## src/rtl/pcg_pkg.sv

```systemverilog
package pcg_pkg;

    localparam int LVL_W = 2;
    typedef logic [LVL_W-1:0] lvl_t;

    localparam lvl_t LVL_OFF  = 2'd0;
    localparam lvl_t LVL_BASE = 2'd1;
    localparam lvl_t LVL_DBL  = 2'd2;
    localparam lvl_t LVL_QUAD = 2'd3;

    typedef enum logic [1:0] {
        PWR_OFF = 2'd0,
        PWR_MEM = 2'd1,
        PWR_ON  = 2'd2
    } pwr_state_e;

    typedef struct packed {
        logic busy;
        logic hiprio;
        logic holds;
    } pe_load_t;

    // a ceiling of zero still permits the base rate
    function automatic lvl_t eff_cap(lvl_t c);
        return (c == LVL_OFF) ? LVL_BASE : c;
    endfunction

    function automatic lvl_t pick_level(pe_load_t ld, logic type_full, lvl_t cap);
        lvl_t raw;
        lvl_t lim;
        raw = LVL_BASE;
        if (ld.busy) begin
            if (ld.hiprio) raw = raw + LVL_BASE;
            if (type_full) raw = raw + LVL_BASE;
        end
        lim = eff_cap(cap);
        return (raw > lim) ? lim : raw;
    endfunction

endpackage

```

## src/rtl/pcg_type_monitor.sv

```systemverilog
module pcg_type_monitor #(
    parameter int N_TYPES  = 2,
    parameter int PER_TYPE = 2,
    localparam int NUM_PE  = N_TYPES * PER_TYPE
) (
    input  logic [NUM_PE-1:0] busy,
    output logic [NUM_PE-1:0] peer_full
);

    logic [N_TYPES-1:0] type_full;

    for (genvar t = 0; t < N_TYPES; t++) begin : g_type
        assign type_full[t] = &busy[t*PER_TYPE +: PER_TYPE];
        for (genvar k = 0; k < PER_TYPE; k++) begin : g_member
            assign peer_full[t*PER_TYPE + k] = type_full[t];
        end
    end

endmodule

```

## src/rtl/pcg_pe_seq.sv

```systemverilog
module pcg_pe_seq
    import pcg_pkg::*;
#(
    parameter int CNT_W = 8,
    parameter logic [CNT_W-1:0] STARTUP = 8'd2
) (
    input  logic             clk,
    input  logic             rst,
    input  pe_load_t         load,
    input  logic             type_full,
    input  logic             en_set,
    input  logic             en_clr,
    input  lvl_t             cap,
    input  logic             pf_start,
    input  logic [CNT_W-1:0] pf_len,
    output logic             core_pwr,
    output logic             mem_pwr,
    output lvl_t             level
);

    pwr_state_e       st_q, st_d;
    logic [CNT_W-1:0] cnt_q, cnt_d;
    logic             en_q, en_d;
    lvl_t             lvl_q, lvl_d;

    always_comb begin
        en_d = en_q;
        if (en_set) en_d = 1'b1;
        if (en_clr) en_d = 1'b0;
    end

    always_comb begin
        st_d  = st_q;
        cnt_d = cnt_q;
        if (!en_d) begin
            st_d  = PWR_OFF;
            cnt_d = '0;
        end else begin
            unique case (st_q)
                PWR_OFF: begin
                    if (pf_start) begin
                        if (pf_len <= STARTUP) begin
                            st_d = PWR_ON;
                        end else begin
                            st_d  = PWR_MEM;
                            cnt_d = pf_len - STARTUP;
                        end
                    end
                end
                PWR_MEM: begin
                    if (cnt_q <= 1) begin
                        st_d  = PWR_ON;
                        cnt_d = '0;
                    end else begin
                        cnt_d = cnt_q - 1'b1;
                    end
                end
                PWR_ON: begin
                    if (!load.busy && !load.holds) st_d = PWR_OFF;
                end
                default: st_d = PWR_OFF;
            endcase
        end
    end

    always_comb begin
        lvl_d = (st_d == PWR_ON) ? pick_level(load, type_full, cap) : LVL_OFF;
    end

    always_ff @(posedge clk) begin
        if (rst) begin
            st_q  <= PWR_OFF;
            cnt_q <= '0;
            en_q  <= 1'b1;
            lvl_q <= LVL_OFF;
        end else begin
            st_q  <= st_d;
            cnt_q <= cnt_d;
            en_q  <= en_d;
            lvl_q <= lvl_d;
        end
    end

    assign core_pwr = (st_q == PWR_ON);
    assign mem_pwr  = (st_q == PWR_ON) || (st_q == PWR_MEM);
    assign level    = lvl_q;

    AST_CORE_NEEDS_MEM: assert property (@(posedge clk) disable iff (rst)
        core_pwr |-> mem_pwr);

    AST_OFF_LEVEL_ZERO: assert property (@(posedge clk) disable iff (rst)
        !core_pwr |-> (level == LVL_OFF));

    AST_DISABLE_OFF: assert property (@(posedge clk) disable iff (rst)
        en_clr |=> (!core_pwr && !mem_pwr && level == LVL_OFF));

    AST_LEVEL_CAPPED: assert property (@(posedge clk) disable iff (rst)
        1'b1 |=> (level <= eff_cap($past(cap))));

    AST_PF_IGNORED_DISABLED: assert property (@(posedge clk) disable iff (rst)
        (!en_q && !en_set && pf_start) |=> !mem_pwr);

endmodule

```

## src/rtl/pcg_governor.sv

```systemverilog
module pcg_governor
    import pcg_pkg::*;
#(
    parameter int N_TYPES  = 2,
    parameter int PER_TYPE = 2,
    parameter int CNT_W    = 8,
    parameter logic [N_TYPES*CNT_W-1:0] STARTUP_CYC = {8'd4, 8'd2},
    localparam int NUM_PE  = N_TYPES * PER_TYPE
) (
    input  logic                    clk,
    input  logic                    rst,
    input  logic [NUM_PE-1:0]       pe_busy,
    input  logic [NUM_PE-1:0]       pe_hiprio,
    input  logic [NUM_PE-1:0]       pe_holds,
    input  logic [NUM_PE-1:0]       en_set,
    input  logic [NUM_PE-1:0]       en_clr,
    input  logic [NUM_PE*LVL_W-1:0] cap_level,
    input  logic [NUM_PE-1:0]       pf_start,
    input  logic [CNT_W-1:0]        pf_len,
    output logic [NUM_PE-1:0]       core_pwr,
    output logic [NUM_PE-1:0]       mem_pwr,
    output logic [NUM_PE*LVL_W-1:0] level
);

    logic [NUM_PE-1:0] peer_full;

    pcg_type_monitor #(
        .N_TYPES  (N_TYPES),
        .PER_TYPE (PER_TYPE)
    ) u_mon (
        .busy      (pe_busy),
        .peer_full (peer_full)
    );

    for (genvar i = 0; i < NUM_PE; i++) begin : g_pe
        localparam int TY = i / PER_TYPE;
        pe_load_t ld;
        assign ld = '{busy: pe_busy[i], hiprio: pe_hiprio[i], holds: pe_holds[i]};

        pcg_pe_seq #(
            .CNT_W   (CNT_W),
            .STARTUP (STARTUP_CYC[TY*CNT_W +: CNT_W])
        ) u_seq (
            .clk       (clk),
            .rst       (rst),
            .load      (ld),
            .type_full (peer_full[i]),
            .en_set    (en_set[i]),
            .en_clr    (en_clr[i]),
            .cap       (cap_level[i*LVL_W +: LVL_W]),
            .pf_start  (pf_start[i]),
            .pf_len    (pf_len),
            .core_pwr  (core_pwr[i]),
            .mem_pwr   (mem_pwr[i]),
            .level     (level[i*LVL_W +: LVL_W])
        );
    end

endmodule

```

## config.mk

```make
export PLATFORM = sky130hd
export DESIGN_NAME = pcg_governor
export DESIGN_NICKNAME = d
export VERILOG_FILES = /design/src/rtl/pcg_pkg.sv /design/src/rtl/pcg_type_monitor.sv /design/src/rtl/pcg_pe_seq.sv /design/src/rtl/pcg_governor.sv
export SDC_FILE = /design/constraint.sdc
export NUM_CORES = 1
export LEC_CHECK = 0
export BUFFER_PORTS_ARGS = -buffer_cell sky130_fd_sc_hd__buf_2
export CAP_MARGIN = 30
export CELL_PAD_IN_SITES_DETAIL_PLACEMENT = 0
export CELL_PAD_IN_SITES_GLOBAL_PLACEMENT = 1
export CORE_MARGIN = 1
export CORE_UTILIZATION = 43
export CTS_CLUSTER_DIAMETER = 100
export DETAILED_ROUTE_END_ITERATION = 6
export PLACE_DENSITY_LB_ADDON = 0.1
export SKIP_CTS_REPAIR_TIMING = 1
export SLEW_MARGIN = 20
export SYNTH_ARGS = -nofsm -noshare
export SYNTH_HDL_FRONTEND = slang
export SYNTH_SLANG_ARGS = --single-unit
```

## constraint.sdc

```tcl
create_clock -name clk -period 1.95 [get_ports clk]
set_input_delay 0.195 -clock clk [delete_from_list [all_inputs] [get_ports clk]]
set_output_delay 0.195 -clock clk [all_outputs]
set_load 0.02 [all_outputs]
```

---- Word-level counts from Yosys, hierarchy flattened ----
Cells that the tools add are included.
Widths: inputs -> output; s select.
storage, ports and cells
  memory bits (read-only) ................. 0
  word-level logic and storage cells ...... 174
  flip-flop bits (word level) ............. 52
  bits in writable memories ............... 0
  bits in latches ......................... 0
  output and inout bits ................... 16
  bits of input ports ..................... 42
  memories kept ........................... 0
operators by class
  multiply operators ...................... 0
  $lt $le $gt $ge ......................... 10
  muxes and demuxes ....................... 68
  bitwise gates (word level) .............. 8
  add/sub/neg operators ................... 10
  equality and inequality tests ........... 20
  shift operators ......................... 0
  reductions and logical operators ........ 42
  div/mod/pow operators ................... 0
operators with widths
  kind                 count
  $mux 2               42
  $mux 8               10
  $pmux 8 s2           4
  $le 8x1->1 const B   4
  $sub 8x1->8 const B  4
  $pmux 2 s3           4
  $eq 2x2->1 const B   8
  $logic_not 2->1      8
  $ne 2x2->1 const B   8
  $reduce_or 2->1      8
  $reduce_and 3->1     4
  $add 2x1->2 const B  4
  $eq 2x1->1 const B   4
  $gt 2x2->1           4
  $le 8x2->1 const B   1
  $le 8x3->1 const B   1
  $logic_not 1->1      8
  $mux 1               8
  $not 1->1            8
  $reduce_bool 2->1    4
  $sub 8x2->8 const B  1
  $sub 8x3->8 const B  1
  $logic_and 1x1->1    4
  $logic_or 1x1->1     4
  $reduce_and 2->1     2

---- Longest topological paths before layout ----
  word-level depth ........................ 8
  gate-level depth with buffers ........... 10
  mapped depth without buffers ............ 10

---- By module ----
Synthesis repeated with hierarchy kept, for this count alone.
second synthesis, totals
  cell total of the unflattened synthesis .. 548
  area total of the unflattened synthesis .. 4,241.6 um2
by module, submodules not included
  module                           seq. area each (um2)  times used  cells an instance  area each (um2)
  pcg_pe_seq at g_pe[0].u_seq ...  260.2                 2           137                1,077.3
  pcg_pe_seq at g_pe[2].u_seq ...  260.2                 2           135                1,029.7
  pcg_type_monitor                 0.0                   1           4                  27.5

---- Least setup slack after synthesis ----
Ideal clock, no wire load.
  path type ............................... flip-flop to flip-flop
  start ................................... register g_pe[3].u_seq.cnt_q[0]
  end ..................................... register g_pe[3].u_seq.lvl_q[1]
  clock period less this slack ............ 1.784 ns
  library setup time ...................... 0.116 ns
  path buffers ............................ 0
  stages on the path, launching flop included .. 8
  required time ........................... 1.834 ns
  arrival time ............................ 1.668 ns
  slack ................................... 0.166 ns
  cells stage by stage .................... dfxtp_1 -> inv_1 -> ha_1 -> nor2_1 -> nor4_1 -> a22o_1 -> a22oi_1 -> and3b_1
on the way
  cells in the longest elaborated chain, start to end .. 7
ends and longest elaborated chain
  what                              line              RTL
  from (decl)                       pcg_pe_seq.sv:22  logic [CNT_W-1:0] cnt_q, cnt_d;
  from (signal assigned)            pcg_pe_seq.sv:78  cnt_q <= cnt_d;
  $le 8x1->1                        pcg_pe_seq.sv:51  if (cnt_q <= 1) begin
  $mux 2                            pcg_pe_seq.sv:51
  $pmux 2 s3                        pcg_pe_seq.sv:39  unique case (st_q)
  $mux 2                            pcg_pe_seq.sv:35  if (!en_d) begin
  $eq 2x2->1                        pcg_pe_seq.sv:67  lvl_d = (st_d == PWR_ON) ? pick_level(load, type_full, cap) : LVL_OFF;
  $not 1->1 (no source line)        -
  $reduce_or 2->1 (no source line)  -
  to (signal assigned)              pcg_pe_seq.sv:80  lvl_q <= lvl_d;
  to (decl)                         pcg_pe_seq.sv:24  lvl_t lvl_q, lvl_d;
Every way passes these cells.
A chain may end at the register's enable or synchronous reset.

---- Final worst setup path ----
  start ................................... register g_pe[2].u_seq.cnt_q[0]
  end ..................................... register g_pe[2].u_seq.cnt_q[7]
on the way
  cells in the longest elaborated chain, start to end .. 3
  elaborated cells on any way between the ends .. 4
  those cells by class .................... add/sub (1); order compare (1); mux (2)
ends and longest elaborated chain
  what                                       line
  from (decl)                                pcg_pe_seq.sv:22
  from (signal assigned)                     pcg_pe_seq.sv:78
  $sub 8x1->8 or $le 8x1->1 (tied branches)  pcg_pe_seq.sv:55, pcg_pe_seq.sv:51
  $mux 8 (*)                                 pcg_pe_seq.sv:51
  $pmux 8 s2 (*)                             pcg_pe_seq.sv:39
Every way passes the cells marked *; elsewhere a longest branch is shown, timed or not.

==> metrics list <==
- CTS buffer count: 5
- The critical path contains buffers and inverters numbering 0 combined.
- Setup repair after global routing could not meet its margin everywhere.
- Port Buf Inserts: 57
* Data arrival time of the worst path: 2130 ps
- Net count of the mapped netlist: 594
* Post-layout util: 53.1%
- Clock tree from TritonCTS: yes
- After detailed routing, the average wire length per cell comes to about 14 um.
- Critical path's largest stage delay: between 500 and 600 ps
- Clock root cell: sky130_fd_sc_hd__clkbuf_8
- Total Die Area: 0.00965 mm^2
* Number of global-route vias before repair: about 3,600
- Remaining global-route overflow: 0
- The floorplan step set the die height to 98.2 um.
* Area added between synthesis and finish: 17.9%
- Type of the setup path with the least slack: reg -> reg
* Commonest cells after routing, fill and taps aside: sky130_fd_sc_hd__buf_2 (57), sky130_fd_sc_hd__inv_1 (49), sky130_fd_sc_hd__dfxtp_1 (49)
* First DRT Iteration DRCs: 96
- The first global-routing pass estimated 16,900 um of wire.
- # DRC: 0
- Final Instance Count excl. Fillers: ~700
* Number of antenna violations at the first check in global routing: 0
* Die X-Extent: 98.2 um
- The clock passes through at most 2 buffers.
- Standard cell with the maximum stage delay on the critical path: sky130_fd_sc_hd__or4_4
- The worst setup path is launched from a flop.
- Fmax: 533 MHz
* Total Negative Setup Slacks: 0 ps
* 1st-pass router iterations: 4
- Setup slack at placement: -44.5 ps
- Count of endpoints failing hold in the final timing report: 0
* Classification of the worst-slack hold path: in -> reg
- The library cell used most frequently in the layout, excluding fill and tap cells, is sky130_fd_sc_hd__buf_2.
- Number of synthesized register bits: 52
- The HPWL after detailed placement is between 7000 and 8000 um.
* Routed vias: roughly 3,800
* Data required time at the worst endpoint: between 2000 and 2500 ps
- EDFF count, synth: 0
- Setup WS post-layout: approximately 74 ps
- Peak ir drop on the vdd network: 0.000338 V
- Fin Clk Skew: 16.2 ps
* Clock Latency Late Sink: 310 ps
* Pin count of the biggest net entering global routing: 15
- Leakage power summed over all cells: 2.13 nW
* Unique cell type count in the Yosys netlist: between 60 and 70
- Counting flops with an async set or reset pin after synthesis yields a share of 0%.
* Dominant register cell in the synthesized netlist: sky130_fd_sc_hd__dfxtp_1
- Counting every sink on the clock net gives 52.
- Worst-path maximum fanout: 5
- Number of pins exceeding their max-slew limit in the final report: 0
- Using the TritonRoute via totals, the vias-per-cell ratio works out to about 5.5.
- Number of routed nets with antenna violations: 0
* Clock transition at the registers of the reported paths: 100 ps
* Portion of the post-synthesis area used by sequential elements: 26.1%
- Synthesis produced 508 cells.
- Ports: 58
- Antenna cell count: 0
- The clock tree synthesis step divided the H-tree into 2 levels.
- Cell area after placement: between 0.004 and 0.005 mm^2
- Pwr per Cell Area: 544 mW/mm^2
- Share of post-route cells with drive strength above 1: 23.2%
* Inst Count DP: 686
* Combined global-route utilization of all metal layers: between 20% and 30%
- Summing every instance area after synthesis gives 0.00398 mm^2.
- Max-cap violations in this run came to 0.
* Capturing element type of the critical path: flop
- The most numerous cell type found on the critical path is sky130_fd_sc_hd__o211ai_1.
- Of all cell types, the one taking the most synthesized area is sky130_fd_sc_hd__dfxtp_1.
- Yosys top cell area share: between 20% and 30%
* Worst-case headroom to the max-slew limit: between 60% and 70%
- Outcome: completed
* Kind of cell adding the most delay to the critical path: simple AND/OR/NAND/NOR gates
- Final WL: between 9000 and 10,000 um
* Syn_area_per_cell: 7.84 um^2
- Placement Rows: 34
- Post-layout min period: 1880 ps
* Core region area: 0.00885 mm^2
- The final layout contains 673 nets.
- Final RePlAce weighted congestion: 0.826
* Final instance area: 0.00469 mm^2
- Fin crit share: 96.2%
- Series of cell instances along the critical path: or4_4, or4_1, o211ai_1, o211ai_1, a21oi_1
* Most area-consuming cells after synthesis: sky130_fd_sc_hd__dfxtp_1 (26%), sky130_fd_sc_hd__ha_1 (14%), sky130_fd_sc_hd__a21oi_1 (6.0%), sky130_fd_sc_hd__nor2_1 (4.8%), sky130_fd_sc_hd__inv_1 (4.6%)
- At the pin with the least slew margin, the transition time is around 470 ps.
- Starting Density: a little under half
* Filler cells: 898
- Synth Warn #: 0
* Final setup violation count: 0
power by group:
group / internal, mW / switching (mW) / total [mW]
registers: 1.10 / 0.0380 / 1.14
logic: 0.343 / 0.456 / 0.799
clock network: 0.246 / 0.365 / 0.611
logic make-up after synthesis:
family	share of synthesized area (%)
AO/OA/AOI/OAI	28.3
AND/OR/NAND/NOR	20.8
buffers and inverters	7.89
flip-flops	26.1
adder cells (fa/ha/maj)	13.8
XOR/XNOR	1.98
multiplexers	1.07
worst paths after layout:
kind,to,from,slack [ps],depth (start not counted)
setup / recovery,g_pe[2].u_seq.cnt_q[7]$_SDFFE_PP0P_,g_pe[2].u_seq.cnt_q[0]$_SDFFE_PP0P_,70,5
hold / removal,g_pe[3].u_seq.en_q$_SDFF_PP1_,en_clr[3],80,2
setup reg to reg,g_pe[2].u_seq.cnt_q[7]$_SDFFE_PP0P_,g_pe[2].u_seq.cnt_q[0]$_SDFFE_PP0P_,70,5
hold reg to reg,g_pe[2].u_seq.cnt_q[5]$_SDFFE_PP0P_,g_pe[2].u_seq.cnt_q[5]$_SDFFE_PP0P_,480,2
metal layers:
| metal | part of all wire (%) | vias up | wire (um) | global-route usage [%] |
|---|---|---|---|---|
| li1 | - | 1978 | - | - |
| met1 | 52 | 1773 | 5150 | 31.3 |
| met2 | 43 | 84 | 4280 | 33.2 |
| met3 | 4.1 | 7 | 409 | 3.01 |
| met4 | 0.77 | 0 | 76 | 4.25 |
| met5 | 0 | - | 0 | 0 |
state kept, by name (all words and copies together) (netlist names):
register / flops
g_pe.u_seq.en_q: 4
g_pe.u_seq.cnt_q: 32
g_pe.u_seq.st_q: 8
g_pe.u_seq.level: 8
area by class of cell:
type	instances	area (um^2)	area share, %
clock buffers	6	72.6	1.55
clock inverters	1	5.00	0.107
inverters	49	184	3.92
multi-input cells	382	2660	56.7
flip-flops and latches	52	1040	22.3
well taps	108	135	2.88
repair buffers	97	593	12.6
synth_stat cells, types with 3 or more instances:
cell type / count
sky130_fd_sc_hd__nand3_1: 3
sky130_fd_sc_hd__o211ai_1: 11
sky130_fd_sc_hd__a21oi_1: 48
sky130_fd_sc_hd__a31oi_1: 3
sky130_fd_sc_hd__inv_1: 49
sky130_fd_sc_hd__o32ai_1: 9
sky130_fd_sc_hd__or4_1: 5
sky130_fd_sc_hd__nor2b_1: 5
sky130_fd_sc_hd__o22ai_1: 11
sky130_fd_sc_hd__o31ai_1: 6
sky130_fd_sc_hd__nand2_1: 37
sky130_fd_sc_hd__xor2_1: 3
sky130_fd_sc_hd__or3_1: 6
sky130_fd_sc_hd__o21bai_1: 5
sky130_fd_sc_hd__nor4_1: 8
sky130_fd_sc_hd__or2_2: 4
sky130_fd_sc_hd__dfxtp_1: 52
sky130_fd_sc_hd__a211oi_1: 8
sky130_fd_sc_hd__o21ai_0: 32
sky130_fd_sc_hd__a31o_2: 3
sky130_fd_sc_hd__nor2_1: 51
sky130_fd_sc_hd__ha_1: 44
sky130_fd_sc_hd__clkbuf_1: 14
sky130_fd_sc_hd__and2_1: 3
sky130_fd_sc_hd__a211o_1: 3
sky130_fd_sc_hd__buf_4: 8
sky130_fd_sc_hd__a32oi_1: 3
sky130_fd_sc_hd__nor3_1: 15
sky130_fd_sc_hd__nand2b_1: 10
sky130_fd_sc_hd__xnor2_1: 6
metrics by stage:
step,hold slack (ps),power [mW]
after detailed placement,405,1.94
after global routing,89.2,2.72
after floorplan,298,1.69
final,84.8,2.55
after global placement,395,1.93
after CTS,75.8,2.56
Note: power is estimated with default switching activity, not from simulation.
